File: config.mk
export PLATFORM = sky130hd
export DESIGN_NAME = digitSteer
export DESIGN_NICKNAME = d
export VERILOG_FILES = /design/src/rtl/digitSteerPkg.sv /design/src/rtl/digitSteerData.sv /design/src/rtl/digitSteerCtrl.sv /design/src/rtl/digitSteer.sv
export SDC_FILE = /design/constraint.sdc
export NUM_CORES = 1
export LEC_CHECK = 0
export ABC_AREA = 1
export BUFFER_PORTS_ARGS = -buffer_cell sky130_fd_sc_hd__buf_4
export CAP_MARGIN = 20
export CELL_PAD_IN_SITES_DETAIL_PLACEMENT = 1
export CELL_PAD_IN_SITES_GLOBAL_PLACEMENT = 2
export CORE_MARGIN = 4
export CORE_UTILIZATION = 30
export CTS_CLUSTER_DIAMETER = 150
export DETAILED_ROUTE_END_ITERATION = 7
export GPL_TIMING_DRIVEN = 0
export PLACE_DENSITY = 0.73
export SKIP_CTS_REPAIR_TIMING = 1
export SLEW_MARGIN = 20
export SYNTH_ARGS = -nofsm -noshare
export SYNTH_HDL_FRONTEND = slang
export SYNTH_HIERARCHICAL = 1
export SYNTH_SLANG_ARGS = --single-unit
File: constraint.sdc
create_clock -name clk -period 2.7 [get_ports clk]
set_clock_uncertainty 0.15 [all_clocks]
set_input_delay 0.135 -clock clk [delete_from_list [all_inputs] [get_ports clk]]
set_output_delay 0.135 -clock clk [all_outputs]
set_load 0.01 [all_outputs]
File: src/rtl/digitSteerPkg.sv
`timescale 1ns/1ps
package digitSteerPkg;
  // strobes from control to datapath
  typedef struct packed {
    logic runStep;   // current sample qualifies for the active guard
    logic runClear;  // restart prescaler and tick counter
    logic loadCode;  // capture the key code
  } steerStrobeT;

  typedef enum logic {IDLE_S, HELD_S} steerStateT;

  localparam int GUARD_PRESENT = 0;
  localparam int GUARD_ABSENT  = 1;
endpackage

File: src/rtl/digitSteerData.sv
`timescale 1ns/1ps
module digitSteerData
  import digitSteerPkg::*;
#(
  parameter int CLK_PER_MS = 50000,
  parameter int TICK_W     = 8,
  parameter int CODE_W     = 4
) (
  input  logic              clk,
  input  logic              rstN,
  input  steerStrobeT       strobe,
  input  logic [CODE_W-1:0] toneCode,
  input  logic [TICK_W-1:0] presentTicks,
  input  logic [TICK_W-1:0] absentTicks,
  input  logic              busEnable,
  output logic [1:0]        runAtEnd,
  output logic [CODE_W-1:0] codeLatch,
  output logic [CODE_W-1:0] busData,
  output logic              busOe
);
  localparam int SUB_W = $clog2(CLK_PER_MS + 1);
  localparam logic [SUB_W-1:0] SUB_LAST = SUB_W'(CLK_PER_MS - 1);

  logic [SUB_W-1:0]       subCnt;
  logic [TICK_W-1:0]      tickCnt;
  logic                   subEnd;
  logic [1:0][TICK_W-1:0] guardTicks;

  assign subEnd = (subCnt == SUB_LAST);
  assign guardTicks[GUARD_PRESENT] = presentTicks;
  assign guardTicks[GUARD_ABSENT]  = absentTicks;

  // one end-of-window detector per guard; a zero setting behaves as one tick
  for (genvar g = 0; g < 2; g++) begin : gGuard
    logic [TICK_W-1:0] tickLast;
    assign tickLast    = (guardTicks[g] == '0) ? '0 : guardTicks[g] - 1'b1;
    assign runAtEnd[g] = subEnd && (tickCnt == tickLast);
  end

  always_ff @(posedge clk or negedge rstN) begin
    if (!rstN) begin
      subCnt  <= '0;
      tickCnt <= '0;
    end else if (strobe.runClear) begin
      subCnt  <= '0;
      tickCnt <= '0;
    end else if (strobe.runStep) begin
      if (subEnd) begin
        subCnt  <= '0;
        tickCnt <= tickCnt + 1'b1;
      end else begin
        subCnt  <= subCnt + 1'b1;
      end
    end
  end

  always_ff @(posedge clk or negedge rstN) begin
    if (!rstN)                codeLatch <= '0;
    else if (strobe.loadCode) codeLatch <= toneCode;
  end

  assign busOe   = busEnable;
  assign busData = busEnable ? codeLatch : '0;
endmodule

File: src/rtl/digitSteerCtrl.sv
`timescale 1ns/1ps
module digitSteerCtrl
  import digitSteerPkg::*;
(
  input  logic        clk,
  input  logic        rstN,
  input  logic        toneHit,
  input  logic [1:0]  runAtEnd,
  output steerStrobeT strobe,
  output logic        digitValid
);
  steerStateT state, stateNext;
  logic qualify, runDone;

  always_comb begin
    qualify   = (state == HELD_S) ? !toneHit : toneHit;
    runDone   = qualify && ((state == HELD_S) ? runAtEnd[GUARD_ABSENT]
                                              : runAtEnd[GUARD_PRESENT]);
    strobe.runStep  = qualify;
    strobe.runClear = !qualify || runDone;
    strobe.loadCode = (state == IDLE_S) && runDone;
    stateNext = state;
    if (runDone) stateNext = (state == IDLE_S) ? HELD_S : IDLE_S;
  end

  always_ff @(posedge clk or negedge rstN) begin
    if (!rstN) state <= IDLE_S;
    else       state <= stateNext;
  end

  assign digitValid = (state == HELD_S);
endmodule

File: src/rtl/digitSteer.sv
`timescale 1ns/1ps
module digitSteer
  import digitSteerPkg::*;
#(
  parameter int CLK_PER_MS = 50000,
  parameter int TICK_W     = 8,
  parameter int CODE_W     = 4
) (
  input  logic              clk,
  input  logic              rstN,
  input  logic              toneHit,
  input  logic [CODE_W-1:0] toneCode,
  input  logic [TICK_W-1:0] presentTicks,
  input  logic [TICK_W-1:0] absentTicks,
  input  logic              busEnable,
  output logic              digitValid,
  output logic [CODE_W-1:0] busData,
  output logic              busOe
);
  steerStrobeT       strobe;
  logic [1:0]        runAtEnd;
  logic [CODE_W-1:0] codeLatch;

  digitSteerCtrl uCtrl (
    .clk(clk), .rstN(rstN), .toneHit(toneHit), .runAtEnd(runAtEnd),
    .strobe(strobe), .digitValid(digitValid)
  );

  digitSteerData #(.CLK_PER_MS(CLK_PER_MS), .TICK_W(TICK_W), .CODE_W(CODE_W)) uData (
    .clk(clk), .rstN(rstN), .strobe(strobe), .toneCode(toneCode),
    .presentTicks(presentTicks), .absentTicks(absentTicks), .busEnable(busEnable),
    .runAtEnd(runAtEnd), .codeLatch(codeLatch), .busData(busData), .busOe(busOe)
  );
endmodule

Yosys cells after proc, flatten, opt, wreduce, memory -nomap -nowiden
Cells that the tools add are included.
{"block": "totals", "inputBits": 24, "wordCells": 36, "out_inout_bits": 6, "register_bits": 29}
{"block": "op_classes", "mux": 12, "n_bitwise": 1, "n_reduce_logical": 12, "n_eq_ne": 3, "addsub": 4}
{"cell": "16-bit two-way mux", "n": 3}
{"cell": "8-bit two-way mux", "n": 5}
{"cell": "16-bit by 1-bit adder with 16-bit output, second input constant", "n": 1}
{"cell": "16-bit == test, second input constant", "n": 1}
{"cell": "8-bit == test", "n": 2}
{"cell": "8-bit logical NOT", "n": 2}
{"cell": "8-bit by 1-bit subtractor with 8-bit output, second input constant", "n": 2}
{"cell": "8-bit by 1-bit adder with 8-bit output, second input constant", "n": 1}
{"cell": "1-bit logical AND", "n": 4}
{"cell": "4-bit two-way mux", "n": 1}
{"cell": "2-bit nonzero test", "n": 2}
{"cell": "1-bit two-way mux", "n": 3}
{"cell": "1-bit logical NOT", "n": 2}
{"cell": "2-bit AND reduction", "n": 1}
{"cell": "1-bit logical OR", "n": 1}
{"cell": "1-bit inverter", "n": 1}

Longest topological paths before layout
Gate-level depths: netlist of run 1.
{"block": "depth", "word_depth": 9, "depth_mapped": 22, "mapped_depth_nobuf": 21}

Modules after synthesis
Netlist of run 1, hierarchy kept.
{"mod": "digitSteerData", "area_per_inst_um2": 2280.9, "cells_per_inst": 350, "seq_area_each_um2": 700.7, "instances": 1}
{"mod": "digitSteerCtrl", "area_per_inst_um2": 96.3, "cells_per_inst": 17, "seq_area_each_um2": 25.0, "instances": 1}

Least setup slack after synthesis of run 1
No wires, ideal clock.
{"block": "synth_timing", "kind": "register -> register", "from": "reg uData.subCnt[1]", "to": "reg uData.subCnt[8]", "setup_time_ns": 0.082, "path_stages_with_launch": 21, "arrival_time_ns": 2.169, "path_buffers": 1, "path_slack_ns": 0.300, "synth_period_minus_slack_ns": 2.400, "required_time_ns": 2.468, "cell_sequence": "dfrtp_1 > ha_1 > nand2_2 > inv_2 > nand4_1 > nor2_1 > nand2_1 > nor2_1 > nand3_1 > nor2_1 > inv_1 > nand2_1 > nand2_1 > nand2_1 > nor2_1 > buf_6 > nor2_4 > nand2_1 > o21ai_0 > nand2_1 > a31oi_1"}
{"item": "start: declaration", "line": "digitSteerData.sv:24", "rtl": "logic [SUB_W-1:0] subCnt;"}
{"item": "start signal: assignment", "line": "digitSteerData.sv:52", "rtl": "subCnt <= subCnt + 1'b1;"}

==> results of run 1 <==
## layout by cell type, fill, tap and decap left out, drive strengths merged, types with 10 or more instances in the layout
cell | netlist | layout
inv | 54 | 52
buf | 8 | 51
nand4 | 14 | 14
o21ai | 22 | 22
xor2 | 10 | 10
nand3 | 41 | 41
nand2 | 104 | 104
clkbuf | 1 | 10
nor2 | 52 | 52
dfrtp | 29 | 29
## logic make-up after synthesis
group                    count (synthesis)  synth area share (%)
AND/OR/NAND/NOR                        219                  40.8
buffers and inverters                   63                  11.6
AO/OA/AOI/OAI                           37                  9.00
flip-flops                              29                  30.5
XOR/XNOR                                11                  4.05
multiplexers                             4                  1.89
adder cells (fa/ha/maj)                  4                  2.11
## per-stage QoR
stage                     cell area (um^2)  worst slack, ps
after detailed placement              2720             -358
after global placement                2720             -303
final                                 3170            -44.5
after global routing                  3170             -250
after floorplan                       2380              300
after CTS                             2810             -384
## sequential cells by signal, summed over array words and instances, names as in the netlist
signal            cells
uCtrl/digitValid      1
uData/subCnt         16
uData/tickCnt         8
uData/codeLatch       4
## where the power goes
part           internal (mW)  switching [mW]
Combinational          0.122           0.150
Clock                  0.202           0.166
Sequential             0.455          0.0203
## routing by layer
metal | vias up | global-route usage (%) | part of all wire [%]
met5 | - | 0 | 0
met4 | 0 | 2.59 | 1.2
met3 | 7 | 2.74 | 2.9
met2 | 27 | 25.3 | 46
met1 | 1229 | 22.1 | 50
li1 | 1290 | - | -
## area by class of cell
cell class              instances  area, um^2
fillers                      1015        4550
multi-input cells             275        1490
flip-flops and latches         29         726
repair buffers                 51         445
inverters                      54         221
well taps                     102         128
clock buffers                   7        86.3
plain buffers                   9        75.1
## final timing paths
| kind | start | end | slack [ps] |
|---|---|---|---|
| min in group clk | presentTicks[0] | uCtrl/digitValid$_DFFE_PN0P_ | 320 |
| worst max-delay path | uData/subCnt[1]$_DFFE_PN0P_ | uData/subCnt[8]$_DFFE_PN0P_ | -40 |
| worst min-delay path | rstN | uData/codeLatch[2]$_DFFE_PN0P_ | 180 |
| worst max register to register | uData/subCnt[1]$_DFFE_PN0P_ | uData/subCnt[8]$_DFFE_PN0P_ | -40 |
| max in group asynchronous | rstN | uData/subCnt[3]$_DFFE_PN0P_ | 1930 |
| worst min register to register | uData/codeLatch[3]$_DFFE_PN0P_ | uData/codeLatch[3]$_DFFE_PN0P_ | 360 |
==> summary.json, run 1 <==
{
  "worst_hold_path": {
    "holdCritPathClass": "in2async"
  },
  "finish": {
    "share_of_the_core_filled_with_cells_pct": 41.1,
    "post_route_cells_drive_above_1_share_pct": 26.6,
    "area_growth_syn_to_layout_pct": 33.5,
    "final_net_count": 453,
    "stdcell_count": 527,
    "antenna-diode-count": 0
  },
  "sta": {
    "final_worst_path_setup_slack_ps": -44.5,
    "final.hold.worst_slack_ps": 177,
    "rsz_0062_raised_after_global_routing": "yes",
    "final_min_period_over_clock_period_pct": 102,
    "setup-tns-final_ps": -57.0,
    "hold_viol": 0,
    "timing.final.crit_period_ps": 2740,
    "timing_max_transition_violations_final": 0,
    "timing.max_slew.rel_slack_pct": 72.7,
    "worst_slew_pin_slew_ps": 408,
    "fmaxAchievable_mhz": 364,
    "total_setup_violations_reported_at_the_end_of_the_flow": 2
  },
  "cts": {
    "cts_num_sinks": 29,
    "cts_tree": "yes",
    "numCtsBuffers": 5,
    "cts-root-to-sink-buffers": 2,
    "htreeDepth": 2,
    "cts_root_buf": "sky130_fd_sc_hd__clkbuf_8",
    "clk_latency_ps": 280,
    "cts.clk_slew.worst_paths_ps": 70
  },
  "floorplan": {
    "initial_utilization_pct": 30.8,
    "floorplan.core_area_um2": 7730,
    "fp.dieW_um": 97.0,
    "design.die.area_um2": 9410,
    "die-height_um": 97.0,
    "io_pins": 30,
    "floorplan.rows": 32
  },
  "synth": {
    "netlist-cell-type-count": 34,
    "synth.net_count": 395,
    "synth.top_cell.area_share_pct": 30.5,
    "synthesis.yosys.warnings": 6,
    "yosysMostFrequentCell": "sky130_fd_sc_hd__nand2_1",
    "fraction_of_the_yosys_area_taken_by_sequential_cells_pct": 30.5,
    "ys_async_rst_share_pct": 100,
    "synth_top_cells_by_area": "sky130_fd_sc_hd__dfrtp_1 31%, sky130_fd_sc_hd__nand2_1 15%, sky130_fd_sc_hd__nand3_1 8.6%",
    "yosys-top-cells-count": "94 x sky130_fd_sc_hd__nand2_1, 51 x sky130_fd_sc_hd__inv_1, 48 x sky130_fd_sc_hd__nor2_1",
    "ys_ff_latch": 29,
    "synthesis.area_um2": 2380,
    "synth_largest_area_cell": "sky130_fd_sc_hd__dfrtp_1",
    "synth_enable_flop_cells": 0,
    "ys_dominant_reg_cell": "sky130_fd_sc_hd__dfrtp_1",
    "synth_area_per_cell_um2": 6.48,
    "syn_inst": 367
  },
  "setup_path": {
    "worst-setup-path-type": "reg2reg",
    "cpLargestDelayFamily": "simple AND/OR/NAND/NOR gates",
    "crit_required_ps": 2750,
    "crit_arrival_ps": 2790,
    "cpMaxStageDelayCell": "sky130_fd_sc_hd__dfrtp_1",
    "cp-end-kind": "flop",
    "critical_path_peak_fanout": 8,
    "crit_chain": "ha_2 > nand2_4 > inv_4 > nand4_1 > nor2_2 > nand2_1 > nor2_1 > nand3_1 > nor2_2 > inv_1 > nand2_2 > nand2_2 > nand2_4 > nor2_4 > buf_6 > nor2_4 > nand2_4 > o21ai_2 > nand2_1 > a31oi_1",
    "critical_path.most_common_cell": "sky130_fd_sc_hd__nand2_4",
    "worstSetupPathDepth": 20,
    "slowest_cell_delay_on_critical_path_ps": 390,
    "start_kind": "flop",
    "reg2reg_depth": 20,
    "critical_path_buf_inv_count": 3
  },
  "route": {
    "avgViaCountPerCell": 4.84,
    "detailedRoute.firstIterationViolations": 92,
    "vias": 2553,
    "drc": 0,
    "route.antenna.remaining_nets": 0,
    "wl_um": 7470,
    "post_drt_wl_per_cell_um": 14.2,
    "detailedRoute.firstPassIterationCount": 4
  },
  "power": {
    "total_power_density_per_cell_area_nw_per_um2": 352,
    "power.ir.vdd_worst_mv": 0.297,
    "totalPowerFinal_mw": 1.12,
    "p_leak_nw": 1.61
  },
  "status": {
    "failed_checks": "negative setup slack",
    "outcome": "finished with violations"
  },
  "place": {
    "gpl.final_weighted_congestion": 0.756,
    "numPortBuffers": 29,
    "placed_cell_count": 498,
    "place.detailed.hpwl_um": 5650
  },
  "flow_run": {
    "max_cap_violations": 0
  },
  "global_routing": {
    "largest_net_degree_at_the_start_of_global_routing": 30,
    "grt.total_usage_pct": 15.6,
    "via_count_of_the_first_global_routing_pass": 2615,
    "number_of_antenna_violations_at_the_first_check_in_global_routing": 0,
    "grt_overflow": 0,
    "grt_pass1_wl_um": 12400
  }
}
Power figures use the tool's default switching activity.
==> run 2, diff against run 1 <==
- ABC_AREA: 1 -> default
- PLACE_DENSITY: 0.73 -> 0.67
==> run 2 against run 1 <==
  * The flow finishes with violations (negative hold slack, negative setup slack)
  * Clock-buffer cell count shrank 2
  * Setup slack worse by 440 ps
  * Synthesized area is 5.7% lower
  * Die area decreased by 5.3%
  * Final cell count shrank 20%
  * Final area is 0.35% lower
  * Flip-flop and latch count unchanged
  * Critical path depth down 4
  * Combinational power shrank 34%
  * Critical endpoint is now uData/subCnt[14]$_DFFE_PN0P_
  * Highest routed layer unchanged
==> summary.json, run 2 <==
{
  "status": {
    "outcome": "finished with violations",
    "failed_checks": "negative hold slack, negative setup slack"
  },
  "setup_path": {
    "worst-setup-path-type": "in2reg",
    "cp-end-kind": "flop",
    "crit_required_ps": 2760,
    "regToRegStartpoint": "uData/subCnt[4]$_DFFE_PN0P_",
    "critical_path_peak_fanout": 9,
    "setup.reg_to_reg.worst_slack_ps": -470,
    "crit_arrival_ps": 3250,
    "rr_endpoint": "uData/subCnt[6]$_DFFE_PN0P_",
    "reg2reg_depth": 11,
    "start_kind": "input port"
  },
  "floorplan": {
    "floorplan.rows": 31,
    "initial_utilization_pct": 30.9,
    "design.die.area_um2": 8920,
    "floorplan.core_area_um2": 7250,
    "die-height_um": 94.4,
    "fp.dieW_um": 94.4,
    "io_pins": 30
  },
  "finish": {
    "antenna-diode-count": 0,
    "layout_common_cells": "48 x sky130_fd_sc_hd__buf_4, 27 x sky130_fd_sc_hd__dfrtp_1, 16 x sky130_fd_sc_hd__nor2_1",
    "final_net_count": 349,
    "multiInputGateArea_um2": 1610,
    "final.fill_count": 870,
    "registers.top_by_ff_count": "uData/subCnt",
    "largest_register_ff_count": 16,
    "seqCellArea_um2": 728,
    "final_common_cell": "sky130_fd_sc_hd__buf_4",
    "share_of_the_core_filled_with_cells_pct": 43.6,
    "area_growth_syn_to_layout_pct": 41.1,
    "stdcell_count": 421,
    "post_route_cells_drive_above_1_share_pct": 38.8,
    "leading_registers_by_flop_count": "uData/subCnt: 16 flops, uData/tickCnt: 8 flops, uData/codeLatch: 4 flops"
  },
  "route": {
    "drc": 0,
    "route.antenna.remaining_nets": 0,
    "wl_um": 6780,
    "detailedRoute.firstIterationViolations": 75,
    "detailedRoute.firstPassIterationCount": 4,
    "post_drt_wl_per_cell_um": 16.1,
    "avgViaCountPerCell": 5.18,
    "vias": 2182
  },
  "worst_hold_path": {
    "worstHoldStart": "toneHit",
    "holdCritPathClass": "in2reg",
    "whs_path_depth": 3,
    "min_delay_worst_endpoint": "uCtrl/digitValid$_DFFE_PN0P_"
  },
  "power": {
    "totalPowerFinal_uw": 985,
    "power.ir.vdd_worst_mv": 0.223,
    "p_leak_nw": 1.27,
    "total_power_density_per_cell_area_nw_per_um2": 311
  },
  "sta": {
    "rsz_0062_raised_after_global_routing": "yes",
    "final.hold.worst_slack_ps": -16.2,
    "total_setup_violations_reported_at_the_end_of_the_flow": 28,
    "hold_viol": 1,
    "final_worst_path_setup_slack_ps": -489,
    "timing_max_transition_violations_final": 0,
    "timing.final.crit_period_ps": 3190,
    "final_min_period_over_clock_period_pct": 118,
    "worst_slew_pin_slew_ps": 861,
    "fmaxAchievable_mhz": 314,
    "timing.max_slew.rel_slack_pct": 42.1
  },
  "global_routing": {
    "grt.total_usage_pct": 15.1,
    "grt_pass1_wl_um": 10700,
    "largest_net_degree_at_the_start_of_global_routing": 30,
    "via_count_of_the_first_global_routing_pass": 2136,
    "grt_overflow": 0,
    "number_of_antenna_violations_at_the_first_check_in_global_routing": 0
  },
  "cts": {
    "cts_tree": "yes",
    "cts_root_buf": "sky130_fd_sc_hd__clkbuf_8",
    "htreeDepth": 2,
    "clk_latency_ps": 290,
    "cts-root-to-sink-buffers": 2,
    "cts.clk_slew.worst_paths_ps": 70,
    "cts_num_sinks": 29,
    "numCtsBuffers": 5
  },
  "synth": {
    "yosys-top-cells-count": "29 x sky130_fd_sc_hd__dfrtp_1, 20 x sky130_fd_sc_hd__nor2_1, 17 x sky130_fd_sc_hd__o21ai_0",
    "syn_inst": 260,
    "synth_top_cells_by_area": "sky130_fd_sc_hd__dfrtp_1 32%, sky130_fd_sc_hd__xnor2_1 3.9%, sky130_fd_sc_hd__o21ai_0 3.8%",
    "ys_dominant_reg_cell": "sky130_fd_sc_hd__dfrtp_1",
    "synth_largest_area_cell": "sky130_fd_sc_hd__dfrtp_1",
    "synth.top_cell.area_share_pct": 32.4,
    "yosysMostFrequentCell": "sky130_fd_sc_hd__dfrtp_1",
    "ys_async_rst_share_pct": 100,
    "ys_ff_latch": 29,
    "synth_area_per_cell_um2": 8.62,
    "netlist-cell-type-count": 56,
    "synth_enable_flop_cells": 0,
    "synthesis.area_um2": 2240,
    "synthesis.yosys.warnings": 6,
    "fraction_of_the_yosys_area_taken_by_sequential_cells_pct": 32.4,
    "synth.net_count": 288
  },
  "place": {
    "placed_cell_count": 388,
    "gpl.final_weighted_congestion": 0.726,
    "numPortBuffers": 29,
    "place.detailed.hpwl_um": 4880
  },
  "flow_run": {
    "max_cap_violations": 0
  }
}
[run 2: changes by cell type after synthesis, sizes merged, moves of 7 or more]
cell,before,now
nand2,104,15
inv,54,13
nor2,52,20
nand3,41,12
xnor2,1,10
nand4,14,7
or4,0,7
[run 2: metrics by stage]
stage               hold WS, ps  TNS [ps]  area, um^2  worst slack, ps
floorplan                  -311     -7150        2400             -409
global placement          -52.1    -24940        2740            -1070
detailed placement        -52.8    -26030        2740            -1120
CTS                        -368    -25950        2830            -1120
global route               11.0    -13090        3160             -667
finish                    -16.2     -9240        3160             -489
[run 2: per-layer routing]
layer / global-route usage (%) / share of wire (%) / up-vias
li1: - / - / 1079
met1: 19.2 / 45 / 1078
met2: 26.5 / 52 / 20
met3: 2.31 / 2.0 / 5
met4: 3.97 / 1.1 / 0
met5: 0 / 0 / -
[run 2: worst max-delay path, stage by stage]
cell and delay (ps):
sky130_fd_sc_hd__buf_4 150, sky130_fd_sc_hd__inv_12 50, sky130_fd_sc_hd__ha_4 150, sky130_fd_sc_hd__or3b_4 380
sky130_fd_sc_hd__clkbuf_8 160, sky130_fd_sc_hd__or4_4 540, sky130_fd_sc_hd__a21o_1 180, sky130_fd_sc_hd__o2111ai_2 100
sky130_fd_sc_hd__nor4_4 80, sky130_fd_sc_hd__nor3b_2 250, sky130_fd_sc_hd__a21oi_4 90, sky130_fd_sc_hd__nor2b_1 250
sky130_fd_sc_hd__o41ai_4 190, sky130_fd_sc_hd__nor4_2 280, sky130_fd_sc_hd__nand2_1 90, sky130_fd_sc_hd__o21ai_0 170
[run 2: cells by family (layout without fill, tap and decap cells)]
logic type               after synthesis  count (layout)  synth area share (%)
adder cells (fa/ha/maj)                4               4                  2.23
flip-flops                            29              29                  32.4
buffers and inverters                 24              86                  6.09
AND/OR/NAND/NOR                      116             116                  29.9
multiplexers                           6               6                  3.01
AO/OA/AOI/OAI                         62              62                  18.3
XOR/XNOR                              19              19                  8.04
[run 2: worst max path at each step]
| stage | endpoint | slack (ps) | depth (start not counted) | start |
|---|---|---|---|---|
| floorplan | uData/subCnt[3]$_DFFE_PN0P_ | -410 | 14 | presentTicks[1] |
| global placement | uData/subCnt[7]$_DFFE_PN0P_ | -1070 | 11 | uData/subCnt[13]$_DFFE_PN0P_ |
| detailed placement | uData/subCnt[7]$_DFFE_PN0P_ | -1120 | 11 | uData/subCnt[13]$_DFFE_PN0P_ |
| CTS | uData/subCnt[7]$_DFFE_PN0P_ | -1120 | 11 | uData/subCnt[13]$_DFFE_PN0P_ |
| global route | uData/subCnt[12]$_DFFE_PN0P_ | -670 | 16 | presentTicks[1] |
| finish | uData/subCnt[14]$_DFFE_PN0P_ | -490 | 16 | presentTicks[1] |
[run 2: where the power goes]
part	switching [mW]	leakage, nW	internal, mW
clock	0.186	0.0439	0.178
sequential	0.00406	0.401	0.437
combinational	0.0931	0.830	0.0867
[run 2: area by class of cell]
cell class                      instances  area share, %
Clock inverter                          3          0.554
Timing Repair Buffer                   54           13.4
Buffer                                 11           3.76
Sequential cell                        29           23.0
Multi-Input combinational cell        207           51.0
Inverter                               13           2.18
Tap cell                               99           3.92
Clock buffer                            5           2.18
